## src/rtl/dbl_pkg.sv

```systemverilog
`timescale 1ns/1ps
package dbl_pkg;
  localparam logic DIR_FILL  = 1'b0;
  localparam logic DIR_DRAIN = 1'b1;

  function automatic int unsigned ceil_div(input int unsigned num, input int unsigned den);
    return (num + den - 1) / den;
  endfunction

  function automatic int unsigned cnt_width(input int unsigned max_val);
    return (max_val < 2) ? 1 : $clog2(max_val + 1);
  endfunction
endpackage

```

## src/rtl/dbl_ack_edge.sv

```systemverilog
`timescale 1ns/1ps
module dbl_ack_edge
  import dbl_pkg::*;
(
  input  logic clk_i,
  input  logic rst_ni,
  input  logic dack_ni,
  input  logic dir_i,
  output logic ack_fall_o,
  output logic fifo_wr_o,
  output logic fifo_rd_o
);
  logic dack_q;
  logic wr_q, rd_q;

  always_ff @(posedge clk_i or negedge rst_ni) begin
    if (!rst_ni) dack_q <= 1'b1;
    else         dack_q <= dack_ni;
  end

  assign ack_fall_o = dack_q & ~dack_ni;

  always_ff @(posedge clk_i or negedge rst_ni) begin
    if (!rst_ni) begin
      wr_q <= 1'b0;
      rd_q <= 1'b0;
    end else begin
      wr_q <= ack_fall_o & (dir_i == DIR_FILL);
      rd_q <= ack_fall_o & (dir_i == DIR_DRAIN);
    end
  end

  assign fifo_wr_o = wr_q;
  assign fifo_rd_o = rd_q;

  AST_STROBE_EXCL: assert property (@(posedge clk_i) disable iff (!rst_ni)
    !(fifo_wr_o && fifo_rd_o));
  AST_WR_ONE_CLK: assert property (@(posedge clk_i) disable iff (!rst_ni)
    fifo_wr_o |=> !fifo_wr_o);
  AST_RD_ONE_CLK: assert property (@(posedge clk_i) disable iff (!rst_ni)
    fifo_rd_o |=> !fifo_rd_o);
  AST_STROBE_FROM_ACK: assert property (@(posedge clk_i) disable iff (!rst_ni)
    (fifo_wr_o || fifo_rd_o) |-> !$past(dack_ni));
endmodule

```

## src/rtl/dbl_req_gate.sv

```systemverilog
`timescale 1ns/1ps
module dbl_req_gate
  import dbl_pkg::*;
(
  input  logic clk_i,
  input  logic rst_ni,
  input  logic dma_en_i,
  input  logic svc_intr_i,
  input  logic dir_i,
  input  logic fifo_full_i,
  input  logic fifo_empty_i,
  input  logic tc_i,
  output logic allow_o,
  output logic tc_event_o
);
  logic active;
  logic fifo_stall;
  logic tc_blk_q;
  logic tc_ev_q;

  assign active     = dma_en_i & ~svc_intr_i;
  assign fifo_stall = (dir_i == DIR_FILL) ? fifo_full_i : fifo_empty_i;

  // TC blocks requests until software acknowledges via the service bit
  always_ff @(posedge clk_i or negedge rst_ni) begin
    if (!rst_ni)         tc_blk_q <= 1'b0;
    else if (!active)    tc_blk_q <= 1'b0;
    else if (tc_i)       tc_blk_q <= 1'b1;
  end

  always_ff @(posedge clk_i or negedge rst_ni) begin
    if (!rst_ni) tc_ev_q <= 1'b0;
    else         tc_ev_q <= tc_i & active;
  end

  assign allow_o    = active & ~fifo_stall & ~tc_blk_q & ~tc_i;
  assign tc_event_o = tc_ev_q;

  AST_TC_EVENT_SRC: assert property (@(posedge clk_i) disable iff (!rst_ni)
    tc_event_o |-> $past(tc_i) && $past(dma_en_i) && !$past(svc_intr_i));
  AST_TC_EVENT_PULSE: assert property (@(posedge clk_i) disable iff (!rst_ni)
    (tc_event_o && !tc_i) |=> !tc_event_o);
  AST_TC_BLOCKS: assert property (@(posedge clk_i) disable iff (!rst_ni)
    (tc_i && dma_en_i && !svc_intr_i) |=> (!allow_o || !dma_en_i || svc_intr_i) );
endmodule

```

## src/rtl/dbl_burst_ctrl.sv

```systemverilog
`timescale 1ns/1ps
module dbl_burst_ctrl
  import dbl_pkg::*;
#(
  parameter int unsigned BURST_MAX = 32,
  parameter int unsigned HOLD_CYC  = 36
) (
  input  logic clk_i,
  input  logic rst_ni,
  input  logic dack_ni,
  input  logic ack_fall_i,
  input  logic allow_i,
  output logic hold_o,
  output logic last_grant_o
);
  localparam int unsigned CNT_W  = cnt_width(BURST_MAX);
  localparam int unsigned IDLE_W = cnt_width(HOLD_CYC);
  localparam logic [CNT_W-1:0]  CNT_LAST  = CNT_W'(BURST_MAX - 1);
  localparam logic [IDLE_W-1:0] IDLE_LAST = IDLE_W'(HOLD_CYC - 1);

  logic [CNT_W-1:0]  burst_q;
  logic [IDLE_W-1:0] idle_q;
  logic              hold_q;
  logic              idle_done;

  assign last_grant_o = ~hold_q & ack_fall_i & (burst_q == CNT_LAST);
  assign idle_done    = hold_q & dack_ni & (idle_q == IDLE_LAST);

  always_ff @(posedge clk_i or negedge rst_ni) begin
    if (!rst_ni) begin
      burst_q <= '0;
    end else if (hold_q) begin
      if (idle_done) burst_q <= '0;
    end else if (last_grant_o) begin
      burst_q <= '0;
    end else if (!allow_i) begin
      burst_q <= '0;
    end else if (ack_fall_i) begin
      burst_q <= burst_q + 1'b1;
    end
  end

  always_ff @(posedge clk_i or negedge rst_ni) begin
    if (!rst_ni)           hold_q <= 1'b0;
    else if (last_grant_o) hold_q <= 1'b1;
    else if (idle_done)    hold_q <= 1'b0;
  end

  // consecutive idle-acknowledge cycles while held off
  always_ff @(posedge clk_i or negedge rst_ni) begin
    if (!rst_ni)                idle_q <= '0;
    else if (!hold_q || !dack_ni) idle_q <= '0;
    else if (!idle_done)        idle_q <= idle_q + 1'b1;
  end

  assign hold_o = hold_q;

  AST_BURST_BOUND: assert property (@(posedge clk_i) disable iff (!rst_ni)
    burst_q < CNT_W'(BURST_MAX));
  AST_HOLD_EXIT_IDLE: assert property (@(posedge clk_i) disable iff (!rst_ni)
    $fell(hold_q) |-> $past(dack_ni) && ($past(idle_q) == IDLE_LAST));
  AST_ACK_RESTARTS_IDLE: assert property (@(posedge clk_i) disable iff (!rst_ni)
    (hold_q && !dack_ni) |=> (idle_q == '0));
  AST_STALL_CLEARS: assert property (@(posedge clk_i) disable iff (!rst_ni)
    (!hold_q && !allow_i) |=> (burst_q == '0));
endmodule

```

## src/rtl/dma_burst_limiter.sv

```systemverilog
`timescale 1ns/1ps
module dma_burst_limiter
  import dbl_pkg::*;
#(
  parameter int unsigned BURST_MAX     = 32,
  parameter int unsigned CLK_PERIOD_PS = 10000,
  parameter int unsigned HOLD_NS       = 350,
  parameter int unsigned MARGIN_CYC    = 1
) (
  input  logic clk_i,
  input  logic rst_ni,
  input  logic dma_en_i,
  input  logic svc_intr_i,
  input  logic dir_i,
  input  logic fifo_full_i,
  input  logic fifo_empty_i,
  input  logic dack_ni,
  input  logic tc_i,
  output logic dreq_o,
  output logic fifo_wr_o,
  output logic fifo_rd_o,
  output logic tc_event_o
);
  localparam int unsigned HOLD_CYC = ceil_div(HOLD_NS * 1000, CLK_PERIOD_PS) + MARGIN_CYC;

  logic ack_fall;
  logic allow;
  logic hold;
  logic last_grant;

  dbl_ack_edge u_ack_edge (
    .clk_i      (clk_i),
    .rst_ni     (rst_ni),
    .dack_ni    (dack_ni),
    .dir_i      (dir_i),
    .ack_fall_o (ack_fall),
    .fifo_wr_o  (fifo_wr_o),
    .fifo_rd_o  (fifo_rd_o)
  );

  dbl_req_gate u_req_gate (
    .clk_i        (clk_i),
    .rst_ni       (rst_ni),
    .dma_en_i     (dma_en_i),
    .svc_intr_i   (svc_intr_i),
    .dir_i        (dir_i),
    .fifo_full_i  (fifo_full_i),
    .fifo_empty_i (fifo_empty_i),
    .tc_i         (tc_i),
    .allow_o      (allow),
    .tc_event_o   (tc_event_o)
  );

  dbl_burst_ctrl #(
    .BURST_MAX (BURST_MAX),
    .HOLD_CYC  (HOLD_CYC)
  ) u_burst_ctrl (
    .clk_i        (clk_i),
    .rst_ni       (rst_ni),
    .dack_ni      (dack_ni),
    .ack_fall_i   (ack_fall),
    .allow_i      (allow),
    .hold_o       (hold),
    .last_grant_o (last_grant)
  );

  assign dreq_o = allow & ~hold & ~last_grant;

  AST_REQ_ENABLED: assert property (@(posedge clk_i) disable iff (!rst_ni)
    dreq_o |-> (dma_en_i && !svc_intr_i));
  AST_REQ_FIFO_OK: assert property (@(posedge clk_i) disable iff (!rst_ni)
    dreq_o |-> ((dir_i == DIR_FILL) ? !fifo_full_i : !fifo_empty_i));
  AST_HOLD_NO_REQ: assert property (@(posedge clk_i) disable iff (!rst_ni)
    hold |-> !dreq_o);
endmodule

```

## config.mk

```make
export PLATFORM = sky130hd
export DESIGN_NAME = dma_burst_limiter
export DESIGN_NICKNAME = d
export VERILOG_FILES = /design/src/rtl/dbl_pkg.sv /design/src/rtl/dbl_ack_edge.sv /design/src/rtl/dbl_req_gate.sv /design/src/rtl/dbl_burst_ctrl.sv /design/src/rtl/dma_burst_limiter.sv
export SDC_FILE = /design/constraint.sdc
export NUM_CORES = 1
export LEC_CHECK = 0
export BUFFER_PORTS_ARGS = -buffer_cell sky130_fd_sc_hd__buf_4
export CAP_MARGIN = 20
export CORE_MARGIN = 5
export CORE_UTILIZATION = 30
export DETAILED_ROUTE_END_ITERATION = 16
export PLACE_DENSITY = 0.47
export REMOVE_ABC_BUFFERS = 1
export SLEW_MARGIN = 0
export SYNTH_ARGS = -nofsm -noshare
export SYNTH_HDL_FRONTEND = slang
export SYNTH_SLANG_ARGS = --single-unit
```

## constraint.sdc

```tcl
create_clock -name clk_i -period 2.3 [get_ports clk_i]
set_clock_uncertainty 0.15 [all_clocks]
set_input_delay 0.345 -clock clk_i [delete_from_list [all_inputs] [get_ports clk_i]]
set_output_delay 0.345 -clock clk_i [all_outputs]
set_load 0.02 [all_outputs]
```

==> impl_results.md, run 1 <==
* Core area at 2780 µm²
* Final setup viols at 0
* IO buf count at 12
* Placed inst area at 1020 µm²
* Synth Instances at 81
* Crit path cell chain: nand3b_1, or2_4, o21a_1, buf_4
* Crit path DAT at 1.64 ns
* Sequential share of the synthesized area at 51.4%
* CTS clock-pin slew for the worst setup and hold paths at 0.09 ns
* Top FF cell, synth: dfrtp_1
* 1st-iter DRT viols at 14
* Rows at 19
* VDD IR max at 0.000428 V
* Clk Latency, worst-skew pair at 0.29 ns
* Min-Delay Path Class: in -> reg
* Die area at 4110 µm²
* Initial antenna violation count at 0
* EDFF count, synth at 0
* Post-CTS setup buffers at 0
* Area delta synth->final at 20.8%
* TNS Setup at 0 ns
* Syn_area_per_cell at 10.9 µm²
* RD Place Congestion at 0.824
* Pre-CTS setup slack at 0.320 ns
* Final Cycle Share at 93.0%
* Slew Limit Headroom at 58.8%
* Final Power at 529 µW
* Crit Path Max Fanout at 4
* Ys Warns at 0
* Die height at 64.1 µm
* Final hold vios at 0
* Ant diodes at 0
* Critical path launch point type: flop
* Largest net degree at the start of global routing at 19
* Main area contributors after synthesis: dfrtp_1, nor2_1, dfstp_2, xor2_1, ha_1
* Crit path launch: u_ack_edge.dack_q
* CP max-delay cell: dfstp_2
* Clock sink count at 18
* Count of state elements after synthesis at 18
* Status: finished, final reports clean
* Layout cell share with drive strength beyond 1 at 27.0%
* Fill cells at 274
* Total Wirelength at 1710 µm
* RSZ-0062 raised after global routing: no
* Crit Path Class: reg -> out
* Hpwl dp at 1310 µm
* Total CTS buffers at 3
* Pwr per Cell Area at 498 nW/µm²
* DR vias/cell at 5.05
* Most common cell in the netlist: dfrtp_1
* Initial core utilization at 31.6%
* Worst EP required at 1.80 ns
* Crit path capture type: output port
* Antenna viol nets, final at 0
* Unique masters post-synth at 35
* Max-slew violations at 0
* Netlist Area Pre-Place at 880 µm²
* Final design instance area without fill at 1060 µm²
* DR pass1 iterations at 4
* CP top delay family: flip-flops
* First-pass GRT wire length at 2910 µm
* Nets at 112
* CP bufs+invs at 1
* Worst r2r src: u_burst_ctrl.idle_q[3]
* Area leader, netlist: dfrtp_1
* Leakage dissipation at 0.000472 µW
* CTS root buffer: clkbuf_4
* CTS H-tree lvls at 1
* CP peak stage delay at 0.55 ns
* Global route total overflow at 0
* WL/cell at 13.1 µm
* Routed vias at 662
* Max-cap violations at 0
* Fmax at 0.468 GHz
* DIE WIDTH at 64.1 µm
* Clk buf depth at 2
* Vias in the first global route at 635
* Slew @ Worst Pin at 0.613 ns
* Num ports at 13
* Most frequent cells after synthesis: dfrtp_1, nor2_1, nand2_1, nand2b_1
* Final WS setup at 0.161 ns
* Yosys top cell area share at 48.4%
* HP Start: dack_ni
* Post-synth ARST share at 100%
* Remaining DRCs at 0
* CTS tree: done
* Gr usage total at 9.06%
* Fin crit period at 2.14 ns
-- sequential cells by signal, indices dropped and copies added, names as in the netlist --
register	cells
u_burst_ctrl.burst_q	6
u_req_gate.tc_event_o	1
u_ack_edge.fifo_rd_o	1
u_ack_edge.dack_q	1
u_ack_edge.fifo_wr_o	1
u_burst_ctrl.idle_q	6
u_req_gate.tc_blk_q	1
u_burst_ctrl.hold_o	1
-- cells by family after synthesis --
kind of cell | after synthesis | share of synthesized area [%]
AO/OA/AOI/OAI | 15 | 12.8
XOR/XNOR | 4 | 3.98
adder cells (fa/ha/maj) | 2 | 2.84
buffers and inverters | 2 | 0.854
flip-flops | 18 | 51.4
multiplexers | 2 | 2.84
AND/OR/NAND/NOR | 38 | 25.3
-- power by group --
group,total [µW],switching [µW],internal [µW],leakage (µW)
Sequential,322,1.57,321,0.000246
Combinational,46.7,24.3,22.4,0.000211
Clock,160,92.7,67.4,0.0000150
Total,529,119,411,0.000472
-- worst reg2reg max path: cells and delay by family (launching register included) --
kind / cells / cell delay (ns)
flops: 1 / 0.44
simple gates: 1 / 0.55
compound gates: 3 / 0.65
-- repair_timing --
action / CTS / global route
endpoints found under the setup margin: 0 / 1
resized for setup: 0 / 1
hold buffers: 1 / 0
hold endpoints to repair: 17 / 0
-- routing by layer --
layer  part of all wire, %  up-vias  GRT usage, %
met4                   1.2        0          3.82
met5                     0        -             0
met2                    42       21          12.6
met3                   7.1        4          4.38
met1                    49      303          12.0
li1                      -      334             -
-- final timing paths --
kind | slack (ns) | end | cells past startpoint
max | 0.16 | dreq_o | 4
min | 0.04 | u_ack_edge.dack_q | 1
min in group asynchronous | 0.30 | u_burst_ctrl.burst_q[4] | 2
min reg2reg | 0.37 | u_burst_ctrl.burst_q[2] | 1
max in group asynchronous | 1.44 | u_ack_edge.dack_q | 2
max reg2reg | 0.41 | u_burst_ctrl.burst_q[5] | 4
-- placed cells by master, fill, tap and decap left out, types with 2 or more instances in the layout --
master,instances
a21oi_1,2
a31oi_1,3
a32o_1,2
buf_4,14
clkbuf_4,3
dfrtp_1,17
ha_1,2
inv_1,2
nand2_1,6
nand2b_1,4
nand3_1,2
nand4_1,2
nor2_1,10
nor2b_1,2
o21ai_0,2
xor2_1,3
-- through the flow --
| step | cells | hold WS [ns] | utilization, % |
|---|---|---|---|
| floorplan | 81 | -0.101 | - |
| global placement | 126 | 0.0826 | 36.8 |
| detailed placement | 126 | 0.0853 | 36.8 |
| CTS | 131 | 0.0227 | 38.1 |
| global route | 131 | 0.00530 | 38.2 |
| finish | 131 | 0.0371 | 38.2 |
-- layout make-up --
| class | count | area, µm² | share of cell area, % |
|---|---|---|---|
| clock buffer | 4 | 26.3 | 2.47 |
| inverter | 2 | 7.51 | 0.707 |
| multi-input combinational | 61 | 423 | 39.8 |
| sequential | 18 | 452 | 42.5 |
| tap | 31 | 38.8 | 3.65 |
| timing repair buffer | 15 | 115 | 10.8 |
Power figures use the tool's default switching activity.
==> inputs of run 2 (changes only) <==
GPL_TIMING_DRIVEN = 0   (was not set)
clock period = 2.1 ns   (was 2.3 ns; I/O delays follow)
==> run 2 against run 1 <==
Register-to-register slack got worse by 0.25 ns. Via count increased by 6.8%. Cell count increased by 6.1%. Combinational power increased by 23%. Clock power increased by 16%. Power increased by 13%. Hold slack improved by 0.015 ns. Critical path depth increased by 1. Critical path type unchanged. Largest cell class unchanged.
==> impl_results.md, run 2 (synthesis results as in run 1) <==
* CTS H-tree lvls at 1 (unchanged)
* Switching share of power at 23.8% (was 22.4%)
* Largest net degree at the start of global routing at 19 (unchanged)
* CP max-delay cell: dfrtp_1 (was dfstp_2)
* Fin crit period at 2.03 ns
* Leading cell type in the layout, fill and taps excluded: buf_4 (was dfrtp_1)
* CTS clock-pin slew for the worst setup and hold paths at 0.10 ns (was 0.09 ns)
* Crit path capture type: output port (unchanged)
* Internal power at 454 µW (was 411 µW)
* Core area at 2780 µm² (unchanged)
* Pwr per Cell Area at 524 nW/µm² (was 498 nW/µm²)
* Antenna viol nets, final at 0 (unchanged)
* Slew @ Worst Pin at 0.650 ns (was 0.613 ns)
* Num ports at 13 (unchanged)
* Leakage dissipation at 0.000513 µW (was 0.000472 µW)
* Top Registers: u_burst_ctrl.burst_q (6), u_burst_ctrl.idle_q (6) (unchanged)
* Clk Latency, worst-skew pair at 0.29 ns (about the same)
* Non-filler cells, final at 139 (was 131)
* 1st-iter DRT viols at 28 (was 14)
* Vias in the first global route at 636 (was 635)
* Critical path launch point type: flop (unchanged)
* CTS tree: done (unchanged)
* Final WS setup at 0.0727 ns (was 0.161 ns)
* Hpwl dp at 1280 µm (was 1310 µm)
* Ant diodes at 0 (unchanged)
* RD Place Congestion at 0.832 (was 0.824)
* Layout cell share with drive strength beyond 1 at 32.4% (was 27.0%)
* Most frequent cells in the layout: buf_4, dfrtp_1, nor2_1, nand2_1, nand2b_1 (was dfrtp_1, buf_4, nor2_1, nand2_1, nand2b_1)
* Fmax at 0.493 GHz
* Final design instance area without fill at 1140 µm² (was 1060 µm²)
* VDD IR max at 0.000558 V (was 0.000428 V)
* Final Cycle Share at 96.5%
* Total net switching power at 141 µW (was 119 µW)
* Placed cells at 124 (was 126)
* IO buf count at 12 (unchanged)
* Clk buf depth at 2 (unchanged)
* Crit path cell chain: ha_2, nand2_1, or2_4, o21a_1, buf_4 (was nand3b_1, or2_4, o21a_1, buf_4)
* Final setup viols at 0 (unchanged)
* Crit path DAT at 1.56 ns (was 1.64 ns)
* DR vias/cell at 5.09 (was 5.05)
* Total Wirelength at 1890 µm (was 1710 µm)
* Placed inst area at 1010 µm² (was 1020 µm²)
* DR pass1 iterations at 4 (unchanged)
* Nets at 120 (was 112)
* Max-slew violations at 0 (unchanged)
* WL/cell at 13.6 µm (was 13.1 µm)
* Register share of total power at 59.3% (was 60.9%)
* Clock share of power at 31.0% (was 30.3%)
* Remaining DRCs at 0 (unchanged)
* Total CTS buffers at 3 (unchanged)
* Clock sink count at 18 (unchanged)
* Gr usage total at 9.44% (was 9.06%)
* Status: finished, final reports clean (unchanged)
* Pre-CTS setup slack at 0.0473 ns (was 0.320 ns)
* Die height at 64.1 µm (unchanged)
* Storage element area at 452 µm² (unchanged)
* CP peak stage delay at 0.40 ns (was 0.55 ns)
* CTS root buffer: clkbuf_4 (unchanged)
* Max-cap violations at 0 (unchanged)
* Slew Limit Headroom at 56.3% (was 58.8%)
* Routed vias at 707 (was 662)
* Final hold vios at 0 (unchanged)
* Combinational share of power at 9.7% (was 8.8%)
* Area delta synth->final at 29.3% (was 20.8%)
* Rows at 19 (unchanged)
* Crit Path Class: reg -> out (unchanged)
* Global route total overflow at 0 (unchanged)
* Fill cells at 274 (unchanged)
* Die area at 4110 µm² (unchanged)
* First-pass GRT wire length at 3040 µm (was 2910 µm)
* Initial antenna violation count at 0 (unchanged)
* Min-Delay Path Class: in -> reg (unchanged)
* DIE WIDTH at 64.1 µm (unchanged)
* Worst EP required at 1.63 ns (was 1.80 ns)
* Crit Path Max Fanout at 4 (unchanged)
* Multi-input gate area at 435 µm² (was 423 µm²)
* Initial core utilization at 31.6% (unchanged)
## run 2: cell count changes in the layout (fill, tap and decap cells not counted)
cell / delta
buf_4: +7
ha_2: +1
dlygate4sd3_1: +1
o21ai_4: +1
or2_4: +1
or2_2: -1
ha_1: -1
o21ai_2: -1
## run 2: metal layers
layer	track usage [%]	up-vias	share of wire, %
li1	-	350	-
met1	13.3	335	50
met2	13.3	20	43
met3	4.03	2	6.2
met4	2.29	0	0.74
met5	0	-	0
## run 2: worst paths after layout
kind | start | to | slack, ns | cells past startpoint
worst max-delay path | u_burst_ctrl.burst_q[1] | dreq_o | 0.07 | 5
worst min-delay path | dir_i | u_ack_edge.fifo_wr_o | 0.05 | 2
worst max register to register | u_burst_ctrl.idle_q[3] | u_burst_ctrl.burst_q[0] | 0.16 | 4
worst min register to register | u_burst_ctrl.burst_q[2] | u_burst_ctrl.burst_q[2] | 0.38 | 1
max in group asynchronous | rst_ni | u_ack_edge.dack_q | 1.27 | 2
min in group asynchronous | rst_ni | u_burst_ctrl.burst_q[4] | 0.27 | 2
## run 2: what timing repair did
action,CTS,global route
hold buffers,2,0
endpoints found under the hold margin,19,0
setup buffers,3,6
setup endpoints to repair,1,2
pin swaps,1,3
gates resized for setup,2,2
## run 2: power groups by stage
stage               Clock [µW]  Combinational (µW)  Sequential [µW]
finish                     185                57.6              353
global route               212                63.1              354
CTS                        195                56.1              353
detailed placement           0                50.5              360
global placement             0                50.4              360
floorplan                    0                19.1              363
## run 2: area by class of cell
type	instances	share of cell area, %
Sequential cell	18	39.7
Inverter	2	0.660
Multi-Input combinational cell	61	38.3
Timing Repair Buffer	23	15.6
Tap cell	31	3.41
Clock buffer	4	2.31
## run 2: per-stage QoR
stage / setup TNS, ns / hold slack, ns / utilization [%] / total power, µW
final: 0 / 0.0518 / 40.9 / 596
after detailed placement: 0 / 0.0566 / 36.3 / 410
after global placement: 0 / 0.0565 / 36.3 / 410
after CTS: 0 / 0.0323 / 38.9 / 605
after global routing: -0.0141 / 0.0374 / 40.9 / 629
after floorplan: 0 / -0.131 / - / 382
## run 2: worst max-delay path: cells and delay by family (launching register included)
kind,cells,cell delay (ns)
flip-flops,1,0.40
AO/OA/AOI/OAI,1,0.19
AND/OR/NAND/NOR,2,0.34
buffers and inverters,1,0.16
adder cells (fa/ha/maj),1,0.19
==> inputs of run 3 (changes only) <==
CORE_ASPECT_RATIO = 1.75   (was not set)
==> run 3 against run 2 <==
Via count fell by 4.5%. Largest power group unchanged. Non-clock buffer count shrank 4. First-iteration DRC count down 18%. Register-to-register slack lost 0.02 ns. Critical path type unchanged. Maximum frequency shrank 1.1%. Highest routed layer unchanged. Hold slack is essentially flat.
==> impl_results.md, run 3 (synthesis results as in run 1) <==
* Worst Reg-to-Reg Cells at 4 (unchanged)
* Die area at 4160 µm² (was 4110 µm²)
* CP peak stage delay at 0.54 ns (was 0.40 ns)
* First-pass GRT wire length at 3240 µm (was 3040 µm)
* CTS root buffer: clkbuf_8 (was clkbuf_4)
* Max-cap violations at 0 (unchanged)
* Clk buf depth at 2 (unchanged)
* Rows at 26 (was 19)
* Critical path launch point type: flop (unchanged)
* CTS clock-pin slew for the worst setup and hold paths at 0.07 ns (was 0.10 ns)
* Fill cells at 286 (was 274)
* Storage element area at 452 µm² (unchanged)
* Core area at 2860 µm² (was 2780 µm²)
* Clock sink count at 18 (unchanged)
* Crit path DAT at 1.59 ns (was 1.56 ns)
* Routed vias at 675 (was 707)
* Gr usage total at 10.4% (was 9.44%)
* Initial core utilization at 30.7% (was 31.6%)
* TNS Setup at 0 ns (unchanged)
* Final setup viols at 0 (unchanged)
* Finished Core Util at 39.2% (was 40.9%)
* Die height at 81.6 µm (was 64.1 µm)
* Crit Path Max Fanout at 4 (unchanged)
* CTS H-tree lvls at 1 (unchanged)
* Layout cell share with drive strength beyond 1 at 30.8% (was 32.4%)
* Total CTS buffers at 3 (unchanged)
* DR pass1 iterations at 4 (unchanged)
* Worst r2r src: u_burst_ctrl.idle_q[3] (unchanged)
* Crit Path Class: reg -> out (unchanged)
* Multi-input gate area at 425 µm² (was 435 µm²)
* Slew @ Worst Pin at 0.617 ns (was 0.650 ns)
* Vias in the first global route at 737 (was 636)
* IO buf count at 12 (unchanged)
* Top Registers: u_burst_ctrl.burst_q (6), u_burst_ctrl.idle_q (6) (unchanged)
* CP top delay family: flip-flops (unchanged)
* HP Start: dack_ni (was dir_i)
* RSZ-0062 raised after global routing: no
* CP max-delay cell: dfstp_2 (was dfrtp_1)
* CP bufs+invs at 1 (unchanged)
* Area delta synth->final at 27.7% (was 29.3%)
* CTS tree: done (unchanged)
* VDD IR max at 0.000345 V (was 0.000558 V)
* Max-slew violations at 0 (unchanged)
* Clk Latency, worst-skew pair at 0.25 ns (was 0.29 ns)
* Hold Path Sink: u_ack_edge.dack_q (was u_ack_edge.fifo_wr_o)
* DR vias/cell at 5.11 (was 5.09)
* RD Place Congestion at 0.755 (was 0.832)
* Pwr per Cell Area at 611 nW/µm² (was 524 nW/µm²)
* Fin crit period at 2.05 ns (was 2.03 ns)
* Most frequent cells in the layout: buf_4, dfrtp_1, nor2_1, nand2_1 (was buf_4, dfrtp_1, nor2_1, nand2_1, nand2b_1)
* Remaining DRCs at 0 (unchanged)
* 1st-iter DRT viols at 23 (was 28)
* RR Endpoint: u_burst_ctrl.burst_q[0] (unchanged)
* Hpwl dp at 1330 µm (was 1280 µm)
* DIE WIDTH at 50.9 µm (was 64.1 µm)
* Global route total overflow at 0 (unchanged)
* Placed cells at 121 (was 124)
* Nets at 116 (was 120)
* Total Wirelength at 1890 µm (about the same)
* Final Power at 686 µW (was 596 µW)
* Num ports at 13 (unchanged)
* Flop-to-flop setup slack at 0.14 ns (was 0.16 ns)
* Crit path cell chain: nand3b_1, or2_4, o21a_1, buf_6 (was ha_2, nand2_1, or2_4, o21a_1, buf_4)
* Slew Limit Headroom at 58.5% (was 56.3%)
* Non-filler cells, final at 132 (was 139)
* Leakage dissipation at 0.000509 µW (was 0.000513 µW)
* Antenna viol nets, final at 0 (unchanged)
* Largest net degree at the start of global routing at 19 (unchanged)
* Min-Delay Path Class: in -> reg (unchanged)
* Ant diodes at 0 (unchanged)
* WL/cell at 14.3 µm (was 13.6 µm)
* Worst EP required at 1.63 ns (about the same)
* Fmax at 0.488 GHz (was 0.493 GHz)
* Hold path depth at 1 (was 2)
* Final Cycle Share at 97.7% (was 96.5%)
* Final hold vios at 0 (unchanged)
* Crit path capture type: output port (unchanged)
* Initial antenna violation count at 0 (unchanged)
* Status: finished, final reports clean (unchanged)
## run 3: timing repair
item	in CTS	in global routing
setup endpoints to repair	1	1
setup buffers	2	4
cloned	0	0
resized for setup	1	2
hold buffers	1	0
pin swaps	1	1
hold endpoints to repair	17	0
## run 3: per-layer routing
layer	vias up	GRT usage [%]	share of wire, %
li1	339	-	-
met4	0	5.37	2.3
met2	11	19.7	57
met1	321	10.1	38
met3	4	2.18	2.5
met5	-	0	0
## run 3: worst max-delay path by stage
stage                                start                 endpoint  slack (ns)  cells after the start
floorplan           u_burst_ctrl.idle_q[3]  u_burst_ctrl.burst_q[1]        0.31                      4
global placement                     dir_i                   dreq_o        0.06                      5
detailed placement                   dir_i                   dreq_o        0.04                      5
CTS                    u_req_gate.tc_blk_q                   dreq_o        0.02                      4
global route             u_ack_edge.dack_q                   dreq_o      0.0004                      4
finish                   u_ack_edge.dack_q                   dreq_o        0.05                      4
## run 3: report_power, final
part / total (µW) / switching (µW) / internal [µW]
registers: 353 / 1.62 / 352
clock network: 279 / 113 / 166
logic: 53.9 / 27.4 / 26.5
## run 3: metrics by stage
stage	area (µm²)	worst slack (ns)	hold WS, ns
2_1_floorplan	880	0.310	-0.131
3_3_place_gp	1000	0.0565	0.0533
3_5_place_dp	1000	0.0438	0.0537
4_1_cts	1090	0.0177	0.0471
5_1_grt	1120	0.000416	0.0396
6_report	1120	0.0491	0.0520
## run 3: final cells by class
| class | instances | share of cell area, % |
|---|---|---|
| Multi-Input combinational cell | 61 | 37.9 |
| Inverter | 2 | 0.668 |
| Sequential cell | 18 | 40.2 |
| Timing Repair Buffer | 19 | 13.3 |
| Clock buffer | 4 | 4.90 |
| Tap cell | 28 | 3.12 |
